## src/rtl/f2i_pkg.sv

```systemverilog
package f2i_pkg;

  typedef enum logic [2:0] {
    CLS_ZERO = 3'd0,
    CLS_NUM  = 3'd1,
    CLS_INF  = 3'd2,
    CLS_QNAN = 3'd3,
    CLS_SNAN = 3'd4
  } opClass_e;

  // strobes from control to datapath
  typedef struct packed {
    logic load;      // capture a new result
    logic forceZero; // zero class
    logic forceSat;  // special class or exponent too large
    logic useShift;  // finite number in shifting range
    logic belowOne;  // negative exponent: integer part is zero
  } ctrlStrobe_t;

endpackage

```

## src/rtl/f2i_ctrl.sv

```systemverilog
module f2i_ctrl
  import f2i_pkg::*;
#(
  parameter int DATA_W = 32,
  parameter int EXP_W  = 10
) (
  input  logic             clk,
  input  logic             rstN,
  input  logic             inValid,
  input  logic [2:0]       inClass,
  input  logic [EXP_W-1:0] inExp,
  output ctrlStrobe_t      strobe,
  output logic             outValid
);

  localparam logic signed [EXP_W-1:0] EXP_LIMIT = EXP_W'(DATA_W);

  logic isNum;
  logic isZero;
  logic expTooBig;
  logic expNeg;

  always_comb begin
    isZero    = (inClass == CLS_ZERO);
    isNum     = (inClass == CLS_NUM);
    expTooBig = ($signed(inExp) >= EXP_LIMIT);
    expNeg    = inExp[EXP_W-1];

    strobe.load      = inValid;
    strobe.forceZero = isZero;
    strobe.forceSat  = (!isZero && !isNum) || (isNum && expTooBig);
    strobe.useShift  = isNum && !expTooBig;
    strobe.belowOne  = isNum && expNeg;
  end

  always_ff @(posedge clk) begin
    if (!rstN) outValid <= 1'b0;
    else       outValid <= inValid;
  end

endmodule

```

## src/rtl/f2i_datapath.sv

```systemverilog
module f2i_datapath
  import f2i_pkg::*;
#(
  parameter int DATA_W = 32,
  parameter int EXP_W  = 10
) (
  input  logic              clk,
  input  logic              rstN,
  input  ctrlStrobe_t       strobe,
  input  logic              inSign,
  input  logic [EXP_W-1:0]  inExp,
  input  logic [DATA_W-1:0] inMant,
  output logic [DATA_W-1:0] outResult,
  output logic              outInexact,
  output logic              outInvalid
);

  localparam int SH_W = $clog2(DATA_W);
  localparam logic [DATA_W-1:0] MIN_MAG = {1'b1, {(DATA_W-1){1'b0}}};
  localparam logic [DATA_W-1:0] POS_SAT = {1'b0, {(DATA_W-1){1'b1}}};

  logic [SH_W-1:0]     shiftAmt;
  logic [2*DATA_W-1:0] wide;
  logic [DATA_W-1:0]   mag;
  logic                sticky;
  logic                magTooBig;
  logic                saturate;
  logic [DATA_W-1:0]   nextResult;
  logic                nextInexact;

  always_comb begin
    // exponent in 0..DATA_W-1 here, so shift = DATA_W-1-exp
    shiftAmt = SH_W'(DATA_W - 1) - inExp[SH_W-1:0];
    wide     = {inMant, {DATA_W{1'b0}}} >> shiftAmt;
    if (strobe.belowOne) begin
      mag    = '0;
      sticky = |inMant;
    end else begin
      mag    = wide[2*DATA_W-1:DATA_W];
      sticky = |wide[DATA_W-1:0];
    end

    magTooBig = (mag > MIN_MAG) || ((mag == MIN_MAG) && !inSign);
    saturate  = strobe.forceSat || (strobe.useShift && magTooBig);

    if (strobe.forceZero)  nextResult = '0;
    else if (saturate)     nextResult = inSign ? MIN_MAG : POS_SAT;
    else if (inSign)       nextResult = -mag;
    else                   nextResult = mag;

    nextInexact = strobe.useShift && !saturate && sticky;
  end

  always_ff @(posedge clk) begin
    if (!rstN) begin
      outResult  <= '0;
      outInexact <= 1'b0;
      outInvalid <= 1'b0;
    end else if (strobe.load) begin
      outResult  <= nextResult;
      outInexact <= nextInexact;
      outInvalid <= saturate && !strobe.forceZero;
    end
  end

endmodule

```

## src/rtl/fp2int_trunc.sv

```systemverilog
module fp2int_trunc
  import f2i_pkg::*;
#(
  parameter int DATA_W = 32,
  parameter int EXP_W  = 10
) (
  input  logic              clk,
  input  logic              rstN,
  input  logic              inValid,
  input  logic [2:0]        inClass,
  input  logic              inSign,
  input  logic [EXP_W-1:0]  inExp,
  input  logic [DATA_W-1:0] inMant,
  output logic              outValid,
  output logic [DATA_W-1:0] outResult,
  output logic              outInexact,
  output logic              outInvalid
);

  ctrlStrobe_t strobe;

  f2i_ctrl #(.DATA_W(DATA_W), .EXP_W(EXP_W)) u_ctrl (
    .clk      (clk),
    .rstN     (rstN),
    .inValid  (inValid),
    .inClass  (inClass),
    .inExp    (inExp),
    .strobe   (strobe),
    .outValid (outValid)
  );

  f2i_datapath #(.DATA_W(DATA_W), .EXP_W(EXP_W)) u_dp (
    .clk        (clk),
    .rstN       (rstN),
    .strobe     (strobe),
    .inSign     (inSign),
    .inExp      (inExp),
    .inMant     (inMant),
    .outResult  (outResult),
    .outInexact (outInexact),
    .outInvalid (outInvalid)
  );

endmodule

```

## config.mk

```make
export PLATFORM = sky130hd
export DESIGN_NAME = fp2int_trunc
export DESIGN_NICKNAME = d
export VERILOG_FILES = /design/src/rtl/f2i_pkg.sv /design/src/rtl/f2i_ctrl.sv /design/src/rtl/f2i_datapath.sv /design/src/rtl/fp2int_trunc.sv
export SDC_FILE = /design/constraint.sdc
export NUM_CORES = 1
export LEC_CHECK = 0
export BUFFER_PORTS_ARGS = -buffer_cell sky130_fd_sc_hd__buf_2
export CAP_MARGIN = 10
export CORE_ASPECT_RATIO = 1.75
export CORE_MARGIN = 2
export CORE_UTILIZATION = 64
export DETAILED_ROUTE_END_ITERATION = 6
export GPL_TIMING_DRIVEN = 1
export HOLD_SLACK_MARGIN = 0.12
export PLACE_DENSITY_LB_ADDON = 0.1
export SLEW_MARGIN = 40
export SYNTH_ARGS = -nofsm -noshare
export SYNTH_HDL_FRONTEND = slang
export SYNTH_SLANG_ARGS = --single-unit
```

## constraint.sdc

```tcl
create_clock -name clk -period 13.3 [get_ports clk]
set_input_delay 2.66 -clock clk [delete_from_list [all_inputs] [get_ports clk]]
set_output_delay 2.66 -clock clk [all_outputs]
set_load 0.03 [all_outputs]
```

==> metrics.md <==
| Metric | Value |
|---|---|
| CTS tree | `yes` |
| CTS H-Tree Depth | `2` |
| Layout cells sized above 1 | `0.284` |
| Synth area leaders | `dfxtp_1 (13%), mux4_2 (11%), mux2i_1 (6.6%)` |
| Mean post-synth cell area | `approximately 8 sq um` |
| TritonCTS buffer count | `5` |
| Hold Slack | `about 460 ps` |
| CTS hold repair buffers | `0` |
| CTS root buffer | `clkbuf_16` |
| Crit-path max cell delay | `between 600 and 700 ps` |
| Slowest CP cell | `clkinv_2` |
| Row Count | `44` |
| Hold Violations, Final | `0` |
| First-pass DRT Iterations | `7` |
| CP startpoint kind | `primary input` |
| Setup Crit Path Kind | `in2reg` |
| Drt via density | `~7.8` |
| Die Wd | `roughly 73 microns` |
| Status | `finished, violations left` |
| Critical path cell sequence | `buf_2 > clkinv_2 > mux4_2 > mux2i_1 > o21ai_0 > nand2_1 > ha_1 > nand4_2 > nor3_4 > a31oi_1 > nor3_1 > nand2_1 > a22o_1` |
| Vias in the first global route | `5775` |
| Sequential share of the synthesized area | `0.132` |
| Synthesis-stage register bit count | `35` |
| Synth top cells by count | `nand2_1 (85), nor2_1 (45), dfxtp_1 (35), mux2i_1 (35), clkbuf_1 (32)` |
| Clock latency on the worst-skew pair | `approximately 290 ps` |
| Min setup slack post-route | `6420 ps` |
| Ys async rst share | `0` |
| Area Overhead vs Synth | `9.16%` |
| Inserted Diodes | `0` |
| Final wirelength | `roughly 20 mm` |
| Fin Clk Skew | `0 ps` |
| Initial Utilization | `0.648` |
| Worst-path maximum fanout | `37` |
| Post-layout util | `0.707` |
| Post-Syn Area | `between 5000 and 6000 sq um` |
| Yosys warns | `0` |
| Syn Nets | `697` |
| Cell with the most instances after synthesis | `nand2_1` |
| Initial antenna violation count | `1` |
| I/O Buffers | `83` |
| Final Net Count | `739` |
| Max clock buf depth | `2` |
| Placed cell area | `approximately 5600 sq um` |
| Commonest register cell after synthesis | `dfxtp_1` |
| Worst setup EP type | `flip-flop` |
| Grt total ovfl | `0` |
| Pre-CTS WS | `about 6000 ps` |
| Endpoints failing setup | `0` |
| GR Util All Layers | `0.460` |
| EDFF count, synth | `0` |
| Crit-path most repeated cell | `nand2_1` |
| Worst-path clk slew | `60 ps` |
| Die area | `9080 sq um` |
| Detailed Route Iter0 Violations | `between 600 and 700` |
| Slew Viols, Final | `0` |
| Setup TNS | `0 ps` |
| RSZ-0062 raised after global routing | `no` |
| Syn Inst Count | `between 600 and 700` |
| Post-DP HPWL | `between 15 and 20 mm` |
| PD cells | `between 80 and 90 nW/um^2` |
| Design area | `5800 sq um` |
| Pin count of the biggest net entering global routing | `69` |
| Req. time, crit path | `roughly 13000 ps` |
| Slew of the pin with the lowest slew margin | `834 ps` |
| Synth unique cells | `about 90` |
| Min Tclk post-route | `6880 ps` |
| HP Class | `reg2reg` |
| CP Data Arrival Time | `just over 7000 ps` |
| RD Place Congestion | `~1.1` |
| Fmax | `between 100 and 150 MHz` |
| Synth area leader | `dfxtp_1` |
| Cts repair resizes | `0` |
| DIE HEIGHT | `125 microns` |
| Postcts setup bufs | `0` |
| Worst rel slew slack | `0.442` |
| Lkg Pwr | `between 2 and 2.5 nW` |
| First-pass GRT wire length | `between 30 and 40 mm` |
| Vias | `~6100` |
| Final antenna-violating net count | `0` |
| Core area | `between 8000 and 9000 sq um` |
| IO Count | `between 80 and 90` |
| Total of max-cap violations | `0` |
| CTS sink count | `35` |
| Peak VDD IR | `59.9 uV` |
| Residual DRC count | `15` |
| Fin crit share | `0.517` |
| Failing checks | `DRC` |
| DR WL/cell | `approximately 26 microns` |
| Synth top area share | `0.132` |
==> through the flow <==
step	power, mW	instances
final	0.495	782
after CTS	0.482	782
after global routing	0.512	782
after global placement	0.341	774
after floorplan	0.283	647
after detailed placement	0.346	774
==> worst max-delay path: cells and delay by family <==
| kind | cells | cell delay [ps] |
|---|---|---|
| AO/OA/AOI/OAI | 3 | 580 |
| adder cells (fa/ha/maj) | 1 | 250 |
| buffers and inverters | 2 | 1260 |
| multiplexers | 2 | 660 |
| AND/OR/NAND/NOR | 5 | 1620 |
==> report_power, final <==
group	internal [mW]	switching, mW
logic	0.0848	0.153
registers	0.113	0.00404
clock network	0.0885	0.0517
total	0.286	0.209
==> logic make-up (layout without fill, tap and decap cells) <==
| logic type | count (synthesis) | count (layout) | synth area share |
|---|---|---|---|
| buf+inv | 62 | 105 | 0.0619 |
| compound gates | 179 | 179 | 0.262 |
| xor+xnor | 2 | 2 | 0.00330 |
| fa+ha+maj | 1 | 1 | 0.00235 |
| simple gates | 266 | 266 | 0.264 |
| mux | 102 | 102 | 0.275 |
| flops | 35 | 35 | 0.132 |
==> layout by cell type (no fill, tap or decap), drive strengths merged, types with 4 or more instances in the layout <==
cell,instances
a211oi,6
nor2b,11
o221ai,10
nor4,13
buf,91
o211ai,13
a221oi,5
nand4,10
a32o,5
and2,16
mux2,35
o22ai,12
nand3,20
a21oi,25
and3,6
a32oi,9
o21ai,23
nand2b,5
nor2,45
a41oi,4
nand2,86
o31ai,8
a211o,8
inv,5
clkbuf,5
a31oi,10
mux4,27
a22o,8
dfxtp,35
mux2i,40
nor3,23
a21o,5
or2,12
==> flip-flops by register name, summed over array words and instances, names as in the netlist <==
name	count
u_ctrl.outValid	1
u_dp.outResult	32
u_dp.outInvalid	1
u_dp.outInexact	1
==> cell type report <==
cell class | count | area (sq um)
well taps | 92 | 115
clock inverters | 3 | 43.8
clock buffers | 5 | 125
repair buffers | 91 | 479
inverters | 6 | 23.8
multi-input cells | 550 | 4310
flip-flops and latches | 35 | 701
fillers | 661 | 2400
==> path summary, 6_finish.rpt <==
check	start	slack, ps	to	cells past startpoint
worst max-delay path	inExp[0]	6420	u_dp.outResult[21]	13
worst min-delay path	u_dp.outResult[23]	460	u_dp.outResult[23]	2
worst min register to register	u_dp.outResult[23]	460	u_dp.outResult[23]	2
worst max register to register	u_dp.outResult[29]	12350	u_dp.outResult[29]	4
==> routing by layer <==
metal	vias to the layer above	global-route usage	share of wire
met3	152	0.127	0.085
li1	2618	-	-
met2	451	0.750	0.50
met4	0	0.361	0.10
met1	2873	0.478	0.32
met5	-	0	0
No activity file was read; power rests on OpenSTA's default activity.
